### src/rtl/usart_seq_pkg.sv
package usart_seq_pkg;

    typedef enum logic [1:0] {
        SEQ_MODE   = 2'd0,
        SEQ_SYNC_A = 2'd1,
        SEQ_SYNC_B = 2'd2,
        SEQ_CMD    = 2'd3
    } seq_state_t;

    // command word bit positions
    localparam int CB_TXEN  = 0;
    localparam int CB_DTR   = 1;
    localparam int CB_RXEN  = 2;
    localparam int CB_BRK   = 3;
    localparam int CB_ERRC  = 4;
    localparam int CB_RTS   = 5;
    localparam int CB_IRST  = 6;
    localparam int CMD_USED = 7;

    // mode word bit positions
    localparam int MB_SYNC_ONE = 7;

endpackage

### src/rtl/usart_bus_decode.sv
module usart_bus_decode (
    input  logic clk,
    input  logic rst,
    input  logic cs_n,
    input  logic wr_n,
    input  logic rd_n,
    input  logic cd,
    output logic ctl_wr,
    output logic dat_wr,
    output logic dat_rd,
    output logic rd_on
);

    logic wr_act, rd_act;
    logic wr_prev, rd_prev;

    assign wr_act = ~cs_n & ~wr_n;
    assign rd_act = ~cs_n & ~rd_n;

    always_ff @(posedge clk) begin
        if (rst) begin
            wr_prev <= 1'b0;
            rd_prev <= 1'b0;
        end else begin
            wr_prev <= wr_act;
            rd_prev <= rd_act;
        end
    end

    assign ctl_wr = wr_act & ~wr_prev & cd;
    assign dat_wr = wr_act & ~wr_prev & ~cd;
    assign dat_rd = rd_act & ~rd_prev & ~cd;
    assign rd_on  = rd_act;

endmodule

### src/rtl/usart_seq_fsm.sv
module usart_seq_fsm
    import usart_seq_pkg::*;
(
    input  logic       clk,
    input  logic       rst,
    input  logic       ctl_wr,
    input  logic       new_is_sync,
    input  logic       one_sync,
    input  logic       irst_bit,
    output seq_state_t state,
    output logic       mode_ld,
    output logic       sync_a_ld,
    output logic       sync_b_ld,
    output logic       cmd_ld,
    output logic       irst_ld
);

    seq_state_t state_nx;

    always_ff @(posedge clk) begin
        if (rst) state <= SEQ_MODE;
        else     state <= state_nx;
    end

    always_comb begin
        state_nx = state;
        if (ctl_wr) begin
            unique case (state)
                SEQ_MODE:   state_nx = new_is_sync ? SEQ_SYNC_A : SEQ_CMD;
                SEQ_SYNC_A: state_nx = one_sync ? SEQ_CMD : SEQ_SYNC_B;
                SEQ_SYNC_B: state_nx = SEQ_CMD;
                SEQ_CMD:    state_nx = irst_bit ? SEQ_MODE : SEQ_CMD;
            endcase
        end
    end

    always_comb begin
        mode_ld   = 1'b0;
        sync_a_ld = 1'b0;
        sync_b_ld = 1'b0;
        cmd_ld    = 1'b0;
        irst_ld   = 1'b0;
        if (ctl_wr) begin
            unique case (state)
                SEQ_MODE:   mode_ld   = 1'b1;
                SEQ_SYNC_A: sync_a_ld = 1'b1;
                SEQ_SYNC_B: sync_b_ld = 1'b1;
                SEQ_CMD: begin
                    irst_ld = irst_bit;
                    cmd_ld  = ~irst_bit;
                end
            endcase
        end
    end

endmodule

### src/rtl/usart_cfg_regs.sv
module usart_cfg_regs
    import usart_seq_pkg::*;
#(
    parameter int DW = 8
) (
    input  logic          clk,
    input  logic          rst,
    input  logic [DW-1:0] din,
    input  logic          mode_ld,
    input  logic          sync_a_ld,
    input  logic          sync_b_ld,
    output logic [1:0]    baud_sel,
    output logic [1:0]    char_len,
    output logic          par_en,
    output logic          par_even,
    output logic [1:0]    frame_hi,
    output logic          one_sync,
    output logic [DW-1:0] sync_a,
    output logic [DW-1:0] sync_b
);

    logic [DW-1:0] mode_q;

    always_ff @(posedge clk) begin
        if (rst) begin
            mode_q <= '0;
            sync_a <= '0;
            sync_b <= '0;
        end else begin
            if (mode_ld)   mode_q <= din;
            if (sync_a_ld) sync_a <= din;
            if (sync_b_ld) sync_b <= din;
        end
    end

    assign baud_sel = mode_q[1:0];
    assign char_len = mode_q[3:2];
    assign par_en   = mode_q[4];
    assign par_even = mode_q[5];
    assign frame_hi = mode_q[7:6];
    assign one_sync = mode_q[MB_SYNC_ONE];

endmodule

### src/rtl/usart_cmd_regs.sv
module usart_cmd_regs
    import usart_seq_pkg::*;
(
    input  logic                clk,
    input  logic                rst,
    input  logic                cmd_ld,
    input  logic                irst_ld,
    input  logic [CMD_USED-1:0] cmd,
    output logic                tx_en,
    output logic                rx_en,
    output logic                brk,
    output logic                err_clr,
    output logic                dtr_n,
    output logic                rts_n
);

    logic dtr_q, rts_q;

    always_ff @(posedge clk) begin
        if (rst || irst_ld) begin
            tx_en <= 1'b0;
            rx_en <= 1'b0;
            brk   <= 1'b0;
            dtr_q <= 1'b0;
            rts_q <= 1'b0;
        end else if (cmd_ld) begin
            tx_en <= cmd[CB_TXEN];
            rx_en <= cmd[CB_RXEN];
            brk   <= cmd[CB_BRK];
            dtr_q <= cmd[CB_DTR];
            rts_q <= cmd[CB_RTS];
        end
    end

    always_ff @(posedge clk) begin
        if (rst) err_clr <= 1'b0;
        else     err_clr <= cmd_ld & cmd[CB_ERRC];
    end

    assign dtr_n = ~dtr_q;
    assign rts_n = ~rts_q;

endmodule

### src/rtl/usart_ctrl_seq.sv
module usart_ctrl_seq
    import usart_seq_pkg::*;
#(
    parameter int DW = 8
) (
    input  logic          clk,
    input  logic          rst,
    input  logic          cs_n,
    input  logic          wr_n,
    input  logic          rd_n,
    input  logic          cd,
    input  logic [DW-1:0] din,
    output logic [DW-1:0] dout,
    input  logic [DW-1:0] rx_data,
    input  logic [DW-1:0] status_in,
    output logic [DW-1:0] tx_data,
    output logic          tx_load,
    output logic          rx_take,
    output logic [1:0]    baud_sel,
    output logic [1:0]    char_len,
    output logic          par_en,
    output logic          par_even,
    output logic [1:0]    frame_hi,
    output logic [DW-1:0] sync_a,
    output logic [DW-1:0] sync_b,
    output logic          tx_en,
    output logic          rx_en,
    output logic          brk,
    output logic          err_clr,
    output logic          dtr_n,
    output logic          rts_n
);

    logic       ctl_wr, dat_wr, dat_rd, rd_on;
    logic       mode_ld, sync_a_ld, sync_b_ld, cmd_ld, irst_ld;
    logic       one_sync;
    seq_state_t seq_state;

    usart_bus_decode u_dec (
        .clk    (clk),
        .rst    (rst),
        .cs_n   (cs_n),
        .wr_n   (wr_n),
        .rd_n   (rd_n),
        .cd     (cd),
        .ctl_wr (ctl_wr),
        .dat_wr (dat_wr),
        .dat_rd (dat_rd),
        .rd_on  (rd_on)
    );

    usart_seq_fsm u_fsm (
        .clk         (clk),
        .rst         (rst),
        .ctl_wr      (ctl_wr),
        .new_is_sync (din[1:0] == 2'b00),
        .one_sync    (one_sync),
        .irst_bit    (din[CB_IRST]),
        .state       (seq_state),
        .mode_ld     (mode_ld),
        .sync_a_ld   (sync_a_ld),
        .sync_b_ld   (sync_b_ld),
        .cmd_ld      (cmd_ld),
        .irst_ld     (irst_ld)
    );

    usart_cfg_regs #(.DW(DW)) u_cfg (
        .clk       (clk),
        .rst       (rst),
        .din       (din),
        .mode_ld   (mode_ld),
        .sync_a_ld (sync_a_ld),
        .sync_b_ld (sync_b_ld),
        .baud_sel  (baud_sel),
        .char_len  (char_len),
        .par_en    (par_en),
        .par_even  (par_even),
        .frame_hi  (frame_hi),
        .one_sync  (one_sync),
        .sync_a    (sync_a),
        .sync_b    (sync_b)
    );

    usart_cmd_regs u_cmd (
        .clk     (clk),
        .rst     (rst),
        .cmd_ld  (cmd_ld),
        .irst_ld (irst_ld),
        .cmd     (din[CMD_USED-1:0]),
        .tx_en   (tx_en),
        .rx_en   (rx_en),
        .brk     (brk),
        .err_clr (err_clr),
        .dtr_n   (dtr_n),
        .rts_n   (rts_n)
    );

    always_ff @(posedge clk) begin
        if (rst) begin
            tx_data <= '0;
            tx_load <= 1'b0;
            rx_take <= 1'b0;
        end else begin
            if (dat_wr) tx_data <= din;
            tx_load <= dat_wr;
            rx_take <= dat_rd;
        end
    end

    always_comb begin
        if (!rd_on)  dout = '0;
        else if (cd) dout = status_in;
        else         dout = rx_data;
    end

endmodule

### config.mk
export PLATFORM = sky130hd
export DESIGN_NAME = usart_ctrl_seq
export DESIGN_NICKNAME = d
export VERILOG_FILES = /design/src/rtl/usart_seq_pkg.sv /design/src/rtl/usart_bus_decode.sv /design/src/rtl/usart_seq_fsm.sv /design/src/rtl/usart_cfg_regs.sv /design/src/rtl/usart_cmd_regs.sv /design/src/rtl/usart_ctrl_seq.sv
export SDC_FILE = /design/constraint.sdc
export NUM_CORES = 1
export LEC_CHECK = 0
export BUFFER_PORTS_ARGS = -buffer_cell sky130_fd_sc_hd__buf_2
export CORE_MARGIN = 5
export CORE_UTILIZATION = 40
export CTS_CLUSTER_DIAMETER = 200
export CTS_CLUSTER_SIZE = 40
export DETAILED_ROUTE_END_ITERATION = 7
export HOLD_SLACK_MARGIN = 0.03
export PLACE_DENSITY = 0.8
export SYNTH_ARGS = -nofsm -noshare
export SYNTH_HDL_FRONTEND = slang
export SYNTH_SLANG_ARGS = --single-unit
### constraint.sdc
create_clock -name clk -period 4.47 [get_ports clk]
set_clock_uncertainty 0.1 [all_clocks]
set_input_delay 0.447 -clock clk [delete_from_list [all_inputs] [get_ports clk]]
set_output_delay 0.447 -clock clk [all_outputs]
set_load 0.02 [all_outputs]
==> results of run 1 <==
[through the flow]
| step | hold WS [ns] | power (uW) | cell area, um^2 |
|---|---|---|---|
| after floorplan | 0.274 | 464 | 1850 |
| after global routing | 0.290 | 819 | 2360 |
| final | 0.278 | 780 | 2360 |
| after CTS | 0.267 | 791 | 2360 |
| after detailed placement | 0.296 | 494 | 2250 |
| after global placement | 0.288 | 493 | 2250 |
[worst max-delay path, stage by stage]
cell      delay [ns]
buf_2           0.26
nor4b_2         0.63
nand3b_1        0.55
mux2i_1         0.23
[layout by cell type (no fill, tap or decap), types with 2 or more instances in the layout]
master,instances
nand4_1,5
nor2_1,17
nand2_1,2
nor3_1,2
buf_2,77
a21oi_1,6
mux2i_1,41
or3_1,2
buf_4,2
o21ai_0,6
nor4_1,2
clkbuf_8,5
inv_1,3
dfxtp_1,44
nand2b_1,32
[layer usage]
metal / share of wire / vias to the layer above / track usage
li1: - / 771 / -
met1: 0.45 / 701 / 0.182
met2: 0.46 / 62 / 0.229
met3: 0.081 / 5 / 0.0423
met4: 0.011 / 0 / 0.0608
met5: 0 / - / 0
[cells by family after synthesis]
logic type             count (synthesis)  synth area share
AOI/OAI and AO/OA                     14            0.0399
buffers and inverters                 18            0.0446
DFF                                   44             0.476
muxes                                 41             0.222
and+or+nand+nor                       70             0.218
[power by group through the flow]
stage / sequential (uW) / combinational, uW / clock, uW
after floorplan: 419 / 45.0 / 0
after global placement: 413 / 80.1 / 0
after detailed placement: 413 / 80.9 / 0
after CTS: 404 / 81.0 / 306
after global routing: 406 / 88.1 / 326
final: 404 / 80.3 / 295
[flip-flops by register name (all words and copies together), names as in the netlist]
register and flops:
u_cmd.rx_en 1, u_cmd.brk 1, u_dec.wr_prev 1, tx_load 1, u_cmd.dtr_q 1, u_cfg.mode_q 8, u_cfg.sync_a 8, u_cmd.rts_q 1
u_cfg.sync_b 8, u_dec.rd_prev 1, u_fsm.state 2, tx_data 8, u_cmd.tx_en 1, rx_take 1, u_cmd.err_clr 1
[area by class of cell]
class	instances	area [um^2]
Fill cell	389	2060
Sequential cell	44	881
Multi-Input combinational cell	125	893
Tap cell	52	65.1
Timing Repair Buffer	79	400
Clock inverter	2	35.0
Clock buffer	6	72.6
Inverter	3	11.3
[how the worst max path moves through the flow]
stage	start	endpoint	cells past startpoint
floorplan	cs_n	u_cfg.mode_q[4]	5
global placement	cd	u_cfg.mode_q[4]	4
detailed placement	cd	u_cfg.mode_q[1]	4
CTS	cd	u_cfg.sync_b[4]	4
global route	cd	u_cfg.sync_b[5]	4
finish	cd	u_cfg.sync_b[4]	4
==> flow_summary.json, run 1 <==
{
  "via_per_inst": 4.95,
  "end_kind": "flip-flop",
  "vias": 1539,
  "cap_viol_max_count": 0,
  "min_from": "wr_n",
  "post_cts_buffers": 0,
  "yosys.area.top_type": "dfxtp_1",
  "fp.dieArea_um2": 6090,
  "status": "finished, final reports clean",
  "setup_viol_count_final": 0,
  "n_antenna_cell": 0,
  "fin_util": 0.534,
  "synthesis.nets": 217,
  "hold_depth": 2,
  "clkLatencyLatePin_ns": 0.29,
  "slew_headroom": 0.528,
  "yosysMostFrequentCell": "dfxtp_1",
  "dpl.cell_count": 303,
  "grt_max_degree": 52,
  "start_util": 0.419,
  "irDropWorstVdd_v": 0.000157,
  "worstRegToRegCells": 3,
  "rr_startpoint": "u_dec.wr_prev",
  "timing.final.ws_setup_ns": 2.41,
  "min_to": "u_dec.wr_prev",
  "synth_common_cells": "dfxtp_1, mux2i_1, nand2b_1",
  "drtAntennaViolNets": 0,
  "synth_flop_cell": "dfxtp_1",
  "coreArea_um2": 4410,
  "die_y_um": 78.0,
  "clock_sinks": 44,
  "ys.warnings.count": 0,
  "layout.nets": 288,
  "drt-initial-drc-count": 47,
  "yosys-top-cells-area": "dfxtp_1, mux2i_1, nand2b_1",
  "detailed_place_hpwl_mm": 3.13,
  "grt.overflow.total": 0,
  "hp-class": "in -> reg",
  "leakagePower_uw": 0.00115,
  "r2r_slack_ns": 2.52,
  "clk_pin_slew_ns": 0.07,
  "cts_root_buf": "clkbuf_8",
  "dpl_worst_slack_ns": 2.11,
  "comb_power_share": 0.103,
  "synth_edf_count": 0,
  "syn-instance-count": 187,
  "ys_ff_latch": 44,
  "drc": 0,
  "r2r_end": "u_cfg.mode_q[4]",
  "io-pin-count": 78,
  "antenna_found_initial": 0,
  "async_reset_ff_frac": 0,
  "yosysSeqAreaShare": 0.476,
  "cts_tree": "built",
  "clockPowerShare": 0.379,
  "switching_share": 0.231,
  "cp.required_ns": 4.53,
  "min_period_ns": 2.06,
  "syn_area_um2": 1850,
  "p_sw_uw": 180,
  "place.port_buffers": 77,
  "fin_tns_setup_ns": 0,
  "min_period_over_period": 0.461,
  "maxSlewViolCount": 0,
  "first_pass_iters": 4,
  "final_cells": 311,
  "grt_pass1_vias": 1577,
  "crit_fanout": 12,
  "ctsResizeCount": 0,
  "placementRows": 24,
  "cts_htree_levels": 2,
  "crit_path_start_kind": "input port",
  "syn2layout_area_growth_pct": 27.5,
  "p_int_uw": 600,
  "numCtsBuffers": 5,
  "grt_use_total": 0.144,
  "avgSynthCellArea_um2": 9.90,
  "rsz0062_at_grt": "false",
  "synth_top_cell_area_share": 0.476,
  "die_width_um": 78.0,
  "clk_path_buf_depth": 2,
  "wl_per_cell_um": 13.5,
  "wl_mm": 4.19,
  "seqPwrFrac": 0.518,
  "crit_arrival_ns": 2.12,
  "hold_buffers": 0,
  "p_per_area_nw_per_um2": 331,
  "finalHoldViolations": 0,
  "drive_gt1_frac": 0.344,
  "gp_congestion": 0.755,
  "tightest_slew_ns": 0.708,
  "synthDistinctLibCells": 26,
  "critPathKind": "in -> reg",
  "fmax_mhz": 485,
  "grt_pass1_wl_mm": 7.15
}
Note: power is estimated with default switching activity, not from simulation.
==> run 2, diff against run 1 <==
Clock period 4.47 ns to 1.92 ns, I/O delays scaled along.
==> flow_summary.json, run 2 (synthesis gave the netlist of run 1 again) <==
{
  "finalHoldViolations": 0,
  "critPathKind": "reg -> reg",
  "min_period_ns": 1.82,
  "setup_viol_count_final": 0,
  "grt_use_total": 0.151,
  "n_antenna_cell": 0,
  "first_pass_iters": 4,
  "fin_tns_setup_ns": 0,
  "min_period_over_period": 0.950,
  "cts_root_buf": "clkbuf_8",
  "tightest_slew_ns": 0.452,
  "wl_per_cell_um": 14.0,
  "r2r_slack_ns": 0.1,
  "maxSlewViolCount": 0,
  "crit_path_start_kind": "flip-flop",
  "slew_headroom": 0.699,
  "syn2layout_area_growth_pct": 29.9,
  "cpPeakStageDelay_ns": 0.55,
  "layout_commonest_cell": "buf_2",
  "crit_fanout": 8,
  "irDropWorstVdd_v": 0.000398,
  "cp_cell_sequence": "or4b_1, or3_1, mux2i_1",
  "crit_family": "simple AND/OR/NAND/NOR gates",
  "hold_depth": 2,
  "clock_sinks": 44,
  "placementRows": 24,
  "gp_congestion": 0.819,
  "drive_gt1_frac": 0.356,
  "min_from": "cs_n",
  "fmax_mhz": 548,
  "io-pin-count": 78,
  "dpl.cell_count": 310,
  "drtAntennaViolNets": 0,
  "grt.overflow.total": 0,
  "status": "finished, final reports clean",
  "min_to": "u_dec.wr_prev",
  "cap_viol_max_count": 0,
  "via_per_inst": 4.81,
  "hold_buffers": 1,
  "end_kind": "flip-flop",
  "p_per_area_nw_per_um2": 718,
  "layout.nets": 296,
  "cp.depth": 3,
  "rr_startpoint": "u_dec.wr_prev",
  "n_fill_cell": 397,
  "cts_tree": "built",
  "clk_pin_slew_ns": 0.08,
  "antenna_found_initial": 0,
  "rsz0062_at_grt": "false",
  "cpMaxStageDelayCell": "or3_1",
  "clkLatencyLatePin_ns": 0.29,
  "final_cells": 319,
  "detailed_place_hpwl_mm": 3.40,
  "numCtsBuffers": 5,
  "clk_path_buf_depth": 2,
  "die_y_um": 78.0,
  "vias": 1535,
  "leakagePower_uw": 0.00118,
  "worstRegToRegCells": 3,
  "grt_pass1_wl_mm": 7.58,
  "final_cell_mix": "buf_2, dfxtp_1, mux2i_1, nand2b_1, nor2_1",
  "coreArea_um2": 4410,
  "wl_mm": 4.46,
  "place.port_buffers": 77,
  "crit_buf_inv": 0,
  "drt-initial-drc-count": 72,
  "start_util": 0.419,
  "cts_htree_levels": 2,
  "post_cts_buffers": 0,
  "drc": 0,
  "hp-class": "in -> reg",
  "die_width_um": 78.0,
  "grt_max_degree": 29,
  "ctsResizeCount": 0,
  "crit_arrival_ns": 1.89,
  "cp.required_ns": 1.98,
  "fp.dieArea_um2": 6090,
  "r2r_end": "u_cfg.mode_q[0]",
  "grt_pass1_vias": 1596
}
run 2: cell type report:
class                           instances  area [um^2]  share of cell area
Sequential cell                        44          881               0.366
Clock buffer                            8         90.1              0.0375
Timing Repair Buffer                   87          463               0.193
Tap cell                               52         65.1              0.0271
Inverter                                3         11.3             0.00469
Multi-Input combinational cell        125          893               0.372
run 2: worst max-delay path by stage:
stage,slack (ns),from,end
after floorplan,0.22,u_dec.wr_prev,u_cfg.mode_q[4]
after global placement,0.06,cs_n,u_cfg.mode_q[5]
after detailed placement,0.03,cs_n,u_cfg.mode_q[2]
after CTS,0.08,u_dec.wr_prev,u_cfg.mode_q[0]
after global routing,0.01,u_dec.wr_prev,u_cfg.mode_q[5]
final,0.1,u_dec.wr_prev,u_cfg.mode_q[0]
run 2: metrics by stage:
stage | hold WS (ns) | cell area, um^2 | total power, uW | utilization | worst slack, ns
3_5_place_dp | 0.293 | 2300 | 1160 | 0.522 | 0.0333
6_report | 0.0453 | 2400 | 1730 | 0.545 | 0.0962
4_1_cts | 0.0334 | 2400 | 1750 | 0.545 | 0.0809
5_1_grt | 0.0449 | 2400 | 1810 | 0.545 | 0.0108
3_3_place_gp | 0.287 | 2300 | 1160 | 0.522 | 0.0617
2_1_floorplan | 0.169 | 1850 | 1080 | - | 0.222
run 2: routing by layer:
layer	wire, um	vias up	part of all wire	track usage
met3	387	5	0.087	0.0515
li1	-	788	-	-
met4	40	0	0.0090	0.0405
met5	0	-	0	0
met1	2000	678	0.45	0.203
met2	2030	64	0.46	0.233
run 2: where the power goes:
group | total, uW | leakage [uW] | internal [uW] | switching, uW
logic | 199 | 0.000779 | 88.8 | 110
registers | 942 | 0.000356 | 929 | 12.6
clock network | 584 | 0.0000455 | 293 | 291
total | 1730 | 0.00118 | 1310 | 414
==> run 3, diff against run 2 <==
Settings changed: RECOVER_POWER set to 25.
==> flow_summary.json, run 3 (synthesis gave the netlist of run 1 again) <==
{
  "start_util": 0.419,
  "wl_per_cell_um": 14.0,
  "cts_root_buf": "clkbuf_8",
  "io-pin-count": 78,
  "min_to": "u_dec.wr_prev",
  "wl_met1_mm": 2.02,
  "end_kind": "flip-flop",
  "fin_tns_setup_ns": 0,
  "fin_util": 0.537,
  "worstRegToRegCells": 3,
  "crit_fanout": 8,
  "layout_commonest_cell": "buf_2",
  "crit_arrival_ns": 1.89,
  "tightest_slew_ns": 0.973,
  "clk_pin_slew_ns": 0.08,
  "placementRows": 24,
  "syn2layout_area_growth_pct": 28.1,
  "n_fill_cell": 411,
  "gp_congestion": 0.819,
  "top_layer": "met4",
  "leakagePower_uw": 0.00109,
  "dpl.cell_count": 310,
  "dpl_worst_slack_ns": 0.0333,
  "drt-initial-drc-count": 71,
  "clock_sinks": 44,
  "grt_use_total": 0.151,
  "fmax_mhz": 548,
  "r2r_slack_ns": 0.09,
  "drive_gt1_frac": 0.273,
  "wl_met2_mm": 2.03,
  "die_width_um": 78.0,
  "via_per_inst": 4.88,
  "hp-class": "in -> reg",
  "min_period_over_period": 0.951,
  "vias": 1556,
  "wl_mm": 4.47,
  "p_per_area_nw_per_um2": 726,
  "timing.final.ws_setup_ns": 0.0950,
  "hold_depth": 2,
  "ctsResizeCount": 0,
  "min_period_ns": 1.83,
  "drtAntennaViolNets": 0,
  "setup_viol_count_final": 0,
  "clkLatencyLatePin_ns": 0.29,
  "final_cells": 319,
  "grt.overflow.total": 0,
  "status": "finished, final reports clean",
  "cts_tree": "built",
  "detailed_place_hpwl_mm": 3.40,
  "grt_pass1_vias": 1596,
  "drc": 0,
  "die_y_um": 78.0,
  "r2r_end": "u_cfg.mode_q[2]",
  "antenna_found_initial": 0,
  "slew_headroom": 0.352,
  "first_pass_iters": 4,
  "rr_startpoint": "u_dec.wr_prev",
  "layout.nets": 296,
  "n_antenna_cell": 0,
  "cp.required_ns": 1.99,
  "irDropWorstVdd_v": 0.000395,
  "rsz0062_at_grt": "false",
  "grt_pass1_wl_mm": 7.58,
  "place.port_buffers": 77,
  "min_from": "cs_n",
  "grt_max_degree": 29,
  "crit_path_start_kind": "flip-flop",
  "final_cell_mix": "buf_2, dfxtp_1, mux2i_1, nand2b_1, clkbuf_1",
  "finalPower_uw": 1720,
  "cts_htree_levels": 2,
  "wl_met3_um": 384,
  "clk_path_buf_depth": 2,
  "cap_viol_max_count": 0,
  "maxSlewViolCount": 0,
  "numCtsBuffers": 5,
  "finalHoldViolations": 0,
  "fp.dieArea_um2": 6090,
  "critPathKind": "reg -> reg",
  "coreArea_um2": 4410
}
==> run 3: cell count changes in the layout (fill, tap and decap cells not counted), sizes merged <==
| cell | change |
|---|---|
| buf | -22 |
| clkbuf | +22 |
==> run 3: timing repair <==
item / 4_1_cts / 5_1_grt
buffers inserted: 0 / 0
hold buffers: 1 / 0
endpoints found under the hold margin: 1 / 0
==> run 3: stage by stage <==
step           hold WS, ns  area, um^2
2_1_floorplan        0.169        1850
3_3_place_gp         0.287        2300
3_5_place_dp         0.293        2300
4_1_cts             0.0334        2400
5_1_grt             0.0449        2370
6_report            0.0435        2370
==> run 3: area by class of cell <==
cell class                 count  area [um^2]  area share
multi-input combinational    125          893       0.377
sequential                    44          881       0.372
timing repair buffer          87          430       0.182
clock buffer                   8         90.1      0.0380
tap                           52         65.1      0.0274
inverter                       3         11.3     0.00475
==> run 3: where the power goes <==
group          total (uW)  switching [uW]  internal [uW]
clock                 584             290            293
sequential            942            12.8            929
combinational         196             110           85.6
total                1720             413           1310
==> run 3: worst max-delay path by stage <==
stage / from / to
floorplan: u_dec.wr_prev / u_cfg.mode_q[4]
global placement: cs_n / u_cfg.mode_q[5]
detailed placement: cs_n / u_cfg.mode_q[2]
CTS: u_dec.wr_prev / u_cfg.mode_q[0]
global route: u_dec.wr_prev / u_cfg.mode_q[5]
finish: u_dec.wr_prev / u_cfg.mode_q[2]
==> run 3: critical path, cell delays in order (launching register included) <==
cell	delay (ns)
dfxtp_1	0.33
or4b_1	0.53
or3_1	0.55
mux2i_1	0.19
==> run 3: routing by layer <==
metal,GRT usage,up-vias
met5,0,-
met4,0.0405,0
met3,0.0515,5
met2,0.233,66
met1,0.203,698
li1,-,787
